File: config.mk
export PLATFORM = sky130hd
export DESIGN_NAME = lockdet_top
export DESIGN_NICKNAME = d
export VERILOG_FILES = /design/src/rtl/lockdet_pkg.sv /design/src/rtl/lockdet_integrator.sv /design/src/rtl/lockdet_schmitt.sv /design/src/rtl/lockdet_top.sv
export SDC_FILE = /design/constraint.sdc
export NUM_CORES = 1
export LEC_CHECK = 0
export BUFFER_PORTS_ARGS = -buffer_cell sky130_fd_sc_hd__buf_2
export CORE_AREA = 3 3 40 42
export CTS_CLUSTER_SIZE = 14
export DETAILED_ROUTE_END_ITERATION = 12
export DIE_AREA = 0 0 43 45
export GPL_TIMING_DRIVEN = 0
export PLACE_DENSITY_LB_ADDON = 0.05
export SYNTH_ARGS = -nofsm -noshare
export SYNTH_HDL_FRONTEND = slang
export SYNTH_SLANG_ARGS = --single-unit
File: constraint.sdc
create_clock -name clk -period 2.3 [get_ports clk]
set_input_delay 0.115 -clock clk [delete_from_list [all_inputs] [get_ports clk]]
set_output_delay 0.115 -clock clk [all_outputs]
set_load 0.05 [all_outputs]
File: src/rtl/lockdet_pkg.sv
package lockdet_pkg;

    typedef enum logic {
        LK_UNLOCKED = 1'b0,
        LK_LOCKED   = 1'b1
    } lock_state_e;

    typedef struct packed {
        logic charge;
        logic drain;
    } step_cmd_t;

    function automatic step_cmd_t decode_quiet(input logic quiet);
        step_cmd_t cmd;
        cmd.charge = quiet;
        cmd.drain  = ~quiet;
        return cmd;
    endfunction

    function automatic int unsigned sat_add(input int unsigned val,
                                            input int unsigned step,
                                            input int unsigned ceil);
        int unsigned room;
        room = ceil - val;
        return (step > room) ? ceil : val + step;
    endfunction

    function automatic int unsigned sat_sub(input int unsigned val,
                                            input int unsigned step);
        return (step > val) ? 0 : val - step;
    endfunction

endpackage

File: src/rtl/lockdet_integrator.sv
module lockdet_integrator
    import lockdet_pkg::*;
#(
    parameter int unsigned ACC_W       = 8,
    parameter int unsigned CHARGE_STEP = 11,
    parameter int unsigned DRAIN_STEP  = 1
) (
    input  logic             clk,
    input  logic             rst,
    input  step_cmd_t        cmd,
    output logic [ACC_W-1:0] level
);
    localparam int unsigned ACC_MAX = (1 << ACC_W) - 1;

    logic [ACC_W-1:0] level_nxt;

    always_comb begin
        level_nxt = level;
        if (cmd.charge) begin
            level_nxt = ACC_W'(sat_add(32'(level), CHARGE_STEP, ACC_MAX));
        end else if (cmd.drain) begin
            level_nxt = ACC_W'(sat_sub(32'(level), DRAIN_STEP));
        end
    end

    always_ff @(posedge clk) begin
        if (rst) begin
            level <= '0;
        end else begin
            level <= level_nxt;
        end
    end


    a_r1_level_cleared: assert property (@(posedge clk)
        rst |=> (level == '0));
    // charging never lowers the value
    a_r4_no_wrap_top: assert property (@(posedge clk) disable iff (rst)
        cmd.charge |=> (level >= $past(level)));
    // draining never raises the value
    a_r5_no_wrap_bottom: assert property (@(posedge clk) disable iff (rst)
        cmd.drain |=> (level <= $past(level)));
    // charging from zero gives a non-zero value
    a_r2_charge_moves: assert property (@(posedge clk) disable iff (rst)
        (cmd.charge && level == '0) |=> (level != '0));

endmodule

File: src/rtl/lockdet_schmitt.sv
module lockdet_schmitt
    import lockdet_pkg::*;
#(
    parameter int unsigned ACC_W   = 8,
    parameter int unsigned RISE_TH = 200,
    parameter int unsigned FALL_TH = 100
) (
    input  logic             clk,
    input  logic             rst,
    input  logic [ACC_W-1:0] level,
    output logic             locked
);
    localparam logic [ACC_W-1:0] RISE_V = ACC_W'(RISE_TH);
    localparam logic [ACC_W-1:0] FALL_V = ACC_W'(FALL_TH);

    lock_state_e state, state_nxt;

    always_comb begin
        state_nxt = state;
        unique case (state)
            LK_UNLOCKED: if (level >= RISE_V) state_nxt = LK_LOCKED;
            LK_LOCKED:   if (level <  FALL_V) state_nxt = LK_UNLOCKED;
            default:     state_nxt = LK_UNLOCKED;
        endcase
    end

    always_ff @(posedge clk) begin
        if (rst) begin
            state <= LK_UNLOCKED;
        end else begin
            state <= state_nxt;
        end
    end

    assign locked = (state == LK_LOCKED);


    a_r1_flag_low: assert property (@(posedge clk)
        rst |=> !locked);

    a_r6_set: assert property (@(posedge clk) disable iff (rst)
        (!locked && level >= RISE_V) |=> locked);

    a_r7_clear: assert property (@(posedge clk) disable iff (rst)
        (level < FALL_V) |=> !locked);

    a_r8_hold: assert property (@(posedge clk) disable iff (rst)
        (level >= FALL_V && level < RISE_V) |=> (locked == $past(locked)));

endmodule

File: src/rtl/lockdet_top.sv
module lockdet_top
    import lockdet_pkg::*;
#(
    parameter int unsigned ACC_W       = 8,
    parameter int unsigned CHARGE_STEP = 11,
    parameter int unsigned DRAIN_STEP  = 1,
    parameter int unsigned RISE_TH     = 200,
    parameter int unsigned FALL_TH     = 100
) (
    input  logic clk,
    input  logic rst,
    input  logic pfd_quiet,
    output logic lock_o
);
    step_cmd_t        cmd;
    logic [ACC_W-1:0] level;

    assign cmd = decode_quiet(pfd_quiet);

    lockdet_integrator #(
        .ACC_W      (ACC_W),
        .CHARGE_STEP(CHARGE_STEP),
        .DRAIN_STEP (DRAIN_STEP)
    ) u_integ (
        .clk  (clk),
        .rst  (rst),
        .cmd  (cmd),
        .level(level)
    );

    lockdet_schmitt #(
        .ACC_W  (ACC_W),
        .RISE_TH(RISE_TH),
        .FALL_TH(FALL_TH)
    ) u_schmitt (
        .clk   (clk),
        .rst   (rst),
        .level (level),
        .locked(lock_o)
    );

    // a single error cycle never drops the flag when it was high twice running
    a_r9_glitch_hold: assert property (@(posedge clk) disable iff (rst)
        (lock_o && $past(lock_o) && pfd_quiet && !$past(pfd_quiet) && $past(pfd_quiet, 2)
         && level >= ACC_W'(FALL_TH + 2 * DRAIN_STEP)) |=> lock_o);

endmodule

Yosys cells after proc, flatten, opt, wreduce, memory -nomap -nowiden
Index checks and enable logic that the tools add are counted.

Bitwise gates (word level): 1. Order comparisons: 4. Muxes and demuxes: 6. $add $sub $neg: 3.

Operators by type and width (number): > comparator 4 x 32 -> 1 bit (first input constant) (1); two-way mux 8 bit (3); subtractor 8 x 8 -> 9 bit (first input constant) (1); adder 8 x 4 -> 8 bit (second input constant) (1); greater-or-equal comparator 8 bit (second input constant) (1); > comparator 1 x 8 -> 1 bit (first input constant) (1); less-than comparator 8 x 7 -> 1 bit (second input constant) (1); subtractor 8 x 1 -> 8 bit (second input constant) (1); two-way mux 1 bit (2); case mux 1 bit (2 select lines) (1); NOT 1 bit (1).

Register bits after elaboration: 9. Logic and storage cells: 16. Output and inout port bits: 1. Bits of input ports: 3.

Depth between registers and ports, before layout
Word-level depth: 4. Mapped depth: 6. Depth with buffers taken out: 6.

Modules after synthesis
From an unflattened synthesis, not the netlist that was laid out.

Cells, all modules: 82. Area total of the unflattened synthesis: 678.2 µm².

Modules (own cells, without submodules): lockdet_integrator (area an instance 625.6 µm², sequential area each 160.2 µm², cells an instance 75, instances 1); lockdet_schmitt (area an instance 48.8 µm², sequential area each 20.0 µm², cells an instance 6, instances 1); lockdet_top (area an instance 3.8 µm², sequential area each 0.0 µm², cells an instance 1, instances 1).

Least setup slack after synthesis
OpenSTA, ideal clock, no wires.

Path kind: reg-to-reg. From: register u_integ.level[0]. To: register u_integ.level[6]. Arrival: 1646 ps. Cell stages (with the launch flop): 7. Setup slack: 514 ps. Data required time: 2159 ps. Period minus slack after synthesis: 1786 ps. Setup time: 141 ps. Path buffers: 0. Cell sequence: dfxtp_1 inv_1 ha_1 or3b_4 or3_1 a221oi_2 a311oi_1.

Word-level cells in the longest chain between the ends: 4. Elaborated cells on any way between the ends: 8.

RTL lines: start, declared (RTL line lockdet_integrator.sv:11) `output logic [ACC_W-1:0] level`; start signal, assigned (RTL line lockdet_integrator.sv:30) `level <= level_nxt;`; subtractor 8 x 8 -> 9 bit (RTL line lockdet_pkg.sv:24) `room = ceil - val;`; > comparator 4 x 32 -> 1 bit (RTL line lockdet_pkg.sv:25) `return (step > room) ? ceil : val + step;`; two-way mux 8 bit (RTL line lockdet_pkg.sv:25); two-way mux 8 bit (*) (RTL line lockdet_integrator.sv:19) `if (cmd.charge) begin`.

Every way passes the cells marked *; elsewhere a longest branch is shown, timed or not. A chain may end at the register's enable or synchronous reset.

Worst setup path after layout
Same ends and word-level chain as after synthesis.

==> flow_metrics.py <==
metrics = {
    "sta": {
        "final_max_slew_viol_count": 0,
        "fin_hold_ws_ns": 0.215,
        "min_period_ns": 1.91,
        "skew_final_ns": 0.00870,
        "worst_case_setup_margin_in_the_final_layout_ns": 0.385,
        "final.period_utilization": 0.832,
        "hold_violations": 0,
        "final_count_of_negative_setup_slack_endpoints": 0,
        "setup_repair_after_global_routing_missed_its_margin": "no",
        "timing.fmax_mhz": 522,
        "setup_tns_ns": 0,
        "transition_time_of_the_tightest_slew_check_pin_ns": 0.487,
        "max-slew-margin-rel": 0.672,
    },
    "floorplanning": {
        "die_height_um": 45,
        "die-area_mm2": 0.00194,
        "initial_utilization": 0.517,
        "placeableCoreArea_mm2": 0.00128,
        "placement_rows": 13,
        "io-pin-count": 4,
        "dieWidth_um": 43,
    },
    "cells_and_area": {
        "drive_above_1_share": 0.0978,
        "num-nets-final": 98,
        "area_delta_synth_final_pct": 8.29,
        "diodes": 0,
        "final_util": 0.560,
        "fin_area_um2": 719,
    },
    "placed_design": {
        "post_dp_cell_area_um2": 693,
        "place.gp.congestion": 0.830,
        "preCtsSetupSlack_ns": 0.383,
        "detailed_placer_s_ending_hpwl_mm": 1.04,
        "io_buffer_count": 2,
    },
    "detailed_routing": {
        "drc": 0,
        "routed_wl_mm": 1.48,
        "detail_route.first_pass.iterations": 4,
        "drt_iter0_markers": 14,
        "detail_route.vias_per_cell": 6.06,
        "postRouteAntennaNets": 0,
        "detailroute.via_count": 648,
        "wire_per_inst_um": 13.8,
    },
    "cts": {
        "clk_path_buf_depth": 2,
        "postCtsSetupBuffers": 0,
        "clkTransAtPathRegs_ns": 0.06,
        "numCtsBuffers": 3,
        "clock-root-buffer": "clkbuf_4",
        "cts_tree": "done",
        "clkLatencyLatePin_ns": 0.27,
        "cts_htree_levels": 1,
        "post_cts_hold_buffer_count": 0,
        "cts-resized-gates": 0,
        "cts.sinks": 9,
    },
    "synth": {
        "synth_cell_type_count": 35,
        "postSynthAreaPerCell_um2": 7.73,
        "number_of_cells_produced_by_synthesis": 86,
        "ys_ff_latch": 9,
        "syn_area_um2": 664,
        "synth-warning-count": 0,
        "synth_sequential_area_ratio": 0.271,
        "synth_nets": 91,
    },
    "grt": {
        "first_global_vias": 562,
        "antenna_found_initial": 0,
        "grt.total_usage": 0.170,
        "grt.overflow.total": 0,
        "grt_first_pass_wirelength_mm": 2.45,
        "largest_net_degree_at_the_start_of_global_routing": 11,
    },
    "setup_path": {
        "critical_path.reg2reg.endpoint": "u_integ.level[6]$_SDFF_PP0_",
        "timing.reg2reg.setup_slack_ns": 0.39,
        "timing.reg2reg.worst_path_depth": 6,
        "start_kind": "flip-flop",
        "regToRegStartpoint": "u_integ.level[0]$_SDFF_PP0_",
        "critPathKind": "reg2reg",
        "worst-endpoint-required_ns": 2.43,
        "worst_ep_arrival_time_ns": 2.05,
        "worst-path-max-fanout": 5,
        "crit_path_end_kind": "flip-flop",
    },
    "power": {
        "power.density_mw_per_mm2": 907,
        "total_leakage_power_nw": 0.274,
        "peak_supply_drop_uv": 520,
    },
    "hold_path": {
        "timing.hold.worst.class": "in2reg",
        "worstHoldEndpoint": "u_integ.level[5]$_SDFF_PP0_",
        "worstHoldStart": "pfd_quiet",
        "timing.hold.worst_path_depth": 3,
    },
    "status": {
        "outcome": "finished clean",
    },
    "run": {
        "max-cap-violations": 0,
    },
}
[critical path, cell delays in order, from the launching register on]
cell,delay (ns)
dfxtp_1,0.34
inv_1,0.10
ha_1,0.25
or3b_4,0.41
or3_1,0.33
a221oi_2,0.28
a311oi_1,0.07
[cells by family (layout without fill, tap and decap cells)]
kind of cell,after synthesis,in the layout,synth area share
adders and majority gates,2,2,0.0377
DFF,9,9,0.271
and+or+nand+nor,33,33,0.271
AOI/OAI and AO/OA,25,25,0.266
xor gates and xnor gates,5,5,0.0659
buffers and inverters,11,17,0.0734
muxes,1,1,0.0151
[metrics by stage]
stage | instances | total power, W
detailed placement | 103 | 0.000527
global route | 107 | 0.000704
global placement | 103 | 0.000526
CTS | 107 | 0.000655
finish | 107 | 0.000652
floorplan | 86 | 0.000473
[routing by layer]
metal	part of all wire	vias to the layer above	track usage
met5	0	-	0
met4	0.0081	0	0.0542
met3	0.042	2	0.0757
met2	0.47	7	0.260
met1	0.48	311	0.216
li1	-	328	-
[Yosys cell counts]
library cell | n | share of area
dfxtp_1 | 9 | 0.27
nand2_1 | 8 | 0.045
a21oi_1 | 6 | 0.045
clkbuf_1 | 4 | 0.023
inv_1 | 4 | 0.023
nor2_1 | 4 | 0.023
a311oi_1 | 3 | 0.040
nor2b_1 | 3 | 0.028
nor3_1 | 3 | 0.023
o21ai_0 | 3 | 0.023
or3_1 | 3 | 0.028
xnor2_1 | 3 | 0.040
and3_1 | 2 | 0.019
buf_1 | 2 | 0.011
ha_1 | 2 | 0.038
nand2b_1 | 2 | 0.019
nand4_1 | 2 | 0.019
nor4_1 | 2 | 0.019
o211ai_1 | 2 | 0.023
o21ai_1 | 2 | 0.015
o21bai_1 | 2 | 0.023
xor2_1 | 2 | 0.026
a211oi_1 | 1 | 0.011
a221oi_1 | 1 | 0.013
a221oi_2 | 1 | 0.023
buf_6 | 1 | 0.017
mux2i_1 | 1 | 0.015
nand3_1 | 1 | 0.0075
nor3b_1 | 1 | 0.011
nor4b_1 | 1 | 0.013
o21ba_2 | 1 | 0.015
o22ai_1 | 1 | 0.0094
o31a_1 | 1 | 0.013
o32ai_1 | 1 | 0.013
or3b_4 | 1 | 0.017
[cell type report]
class	instances	area [µm²]
inverter	4	15.0
clock buffer	4	26.3
buffer	7	33.8
tap	15	18.8
multi-input combinational	66	435
fill	125	566
sequential	9	180
timing repair buffer	2	10.0
[layout by cell type (no fill, tap or decap), types with 2 or more instances in the layout]
master / n
xnor2_1: 3
nor2b_1: 3
ha_1: 2
nand4_1: 2
a21oi_1: 6
nand2b_1: 2
inv_1: 4
clkbuf_4: 3
nor3_1: 3
o21bai_1: 2
or3_1: 3
o21ai_1: 2
o21ai_0: 3
xor2_1: 2
clkbuf_1: 5
dfxtp_1: 9
a311oi_1: 3
nor2_1: 4
buf_2: 2
and3_1: 2
nor4_1: 2
o211ai_1: 2
nand2_1: 8
buf_1: 2
[flip-flops by register name (all words and copies together) (netlist names)]
register          flops
u_integ.level         8
u_schmitt.locked      1
[how the worst max path moves through the flow]
stage / from / end / slack (ns)
after floorplan: u_integ.level[0]$_SDFF_PP0_ / u_integ.level[6]$_SDFF_PP0_ / 0.51
after global placement: u_integ.level[0]$_SDFF_PP0_ / u_integ.level[6]$_SDFF_PP0_ / 0.41
after detailed placement: u_integ.level[0]$_SDFF_PP0_ / u_integ.level[6]$_SDFF_PP0_ / 0.38
after CTS: u_integ.level[0]$_SDFF_PP0_ / u_integ.level[6]$_SDFF_PP0_ / 0.38
after global routing: u_integ.level[0]$_SDFF_PP0_ / u_integ.level[6]$_SDFF_PP0_ / 0.29
final: u_integ.level[0]$_SDFF_PP0_ / u_integ.level[6]$_SDFF_PP0_ / 0.39
[where the power goes]
| part | switching (W) | total (W) | leakage, nW | internal, W |
|---|---|---|---|---|
| logic | 0.000175 | 0.000310 | 0.184 | 0.000135 |
| clock network | 0.0000575 | 0.000124 | 0.0150 | 0.0000670 |
| registers | 0.0000313 | 0.000218 | 0.0743 | 0.000187 |
| total | 0.000264 | 0.000652 | 0.274 | 0.000388 |
Power figures use the tool's default switching activity.
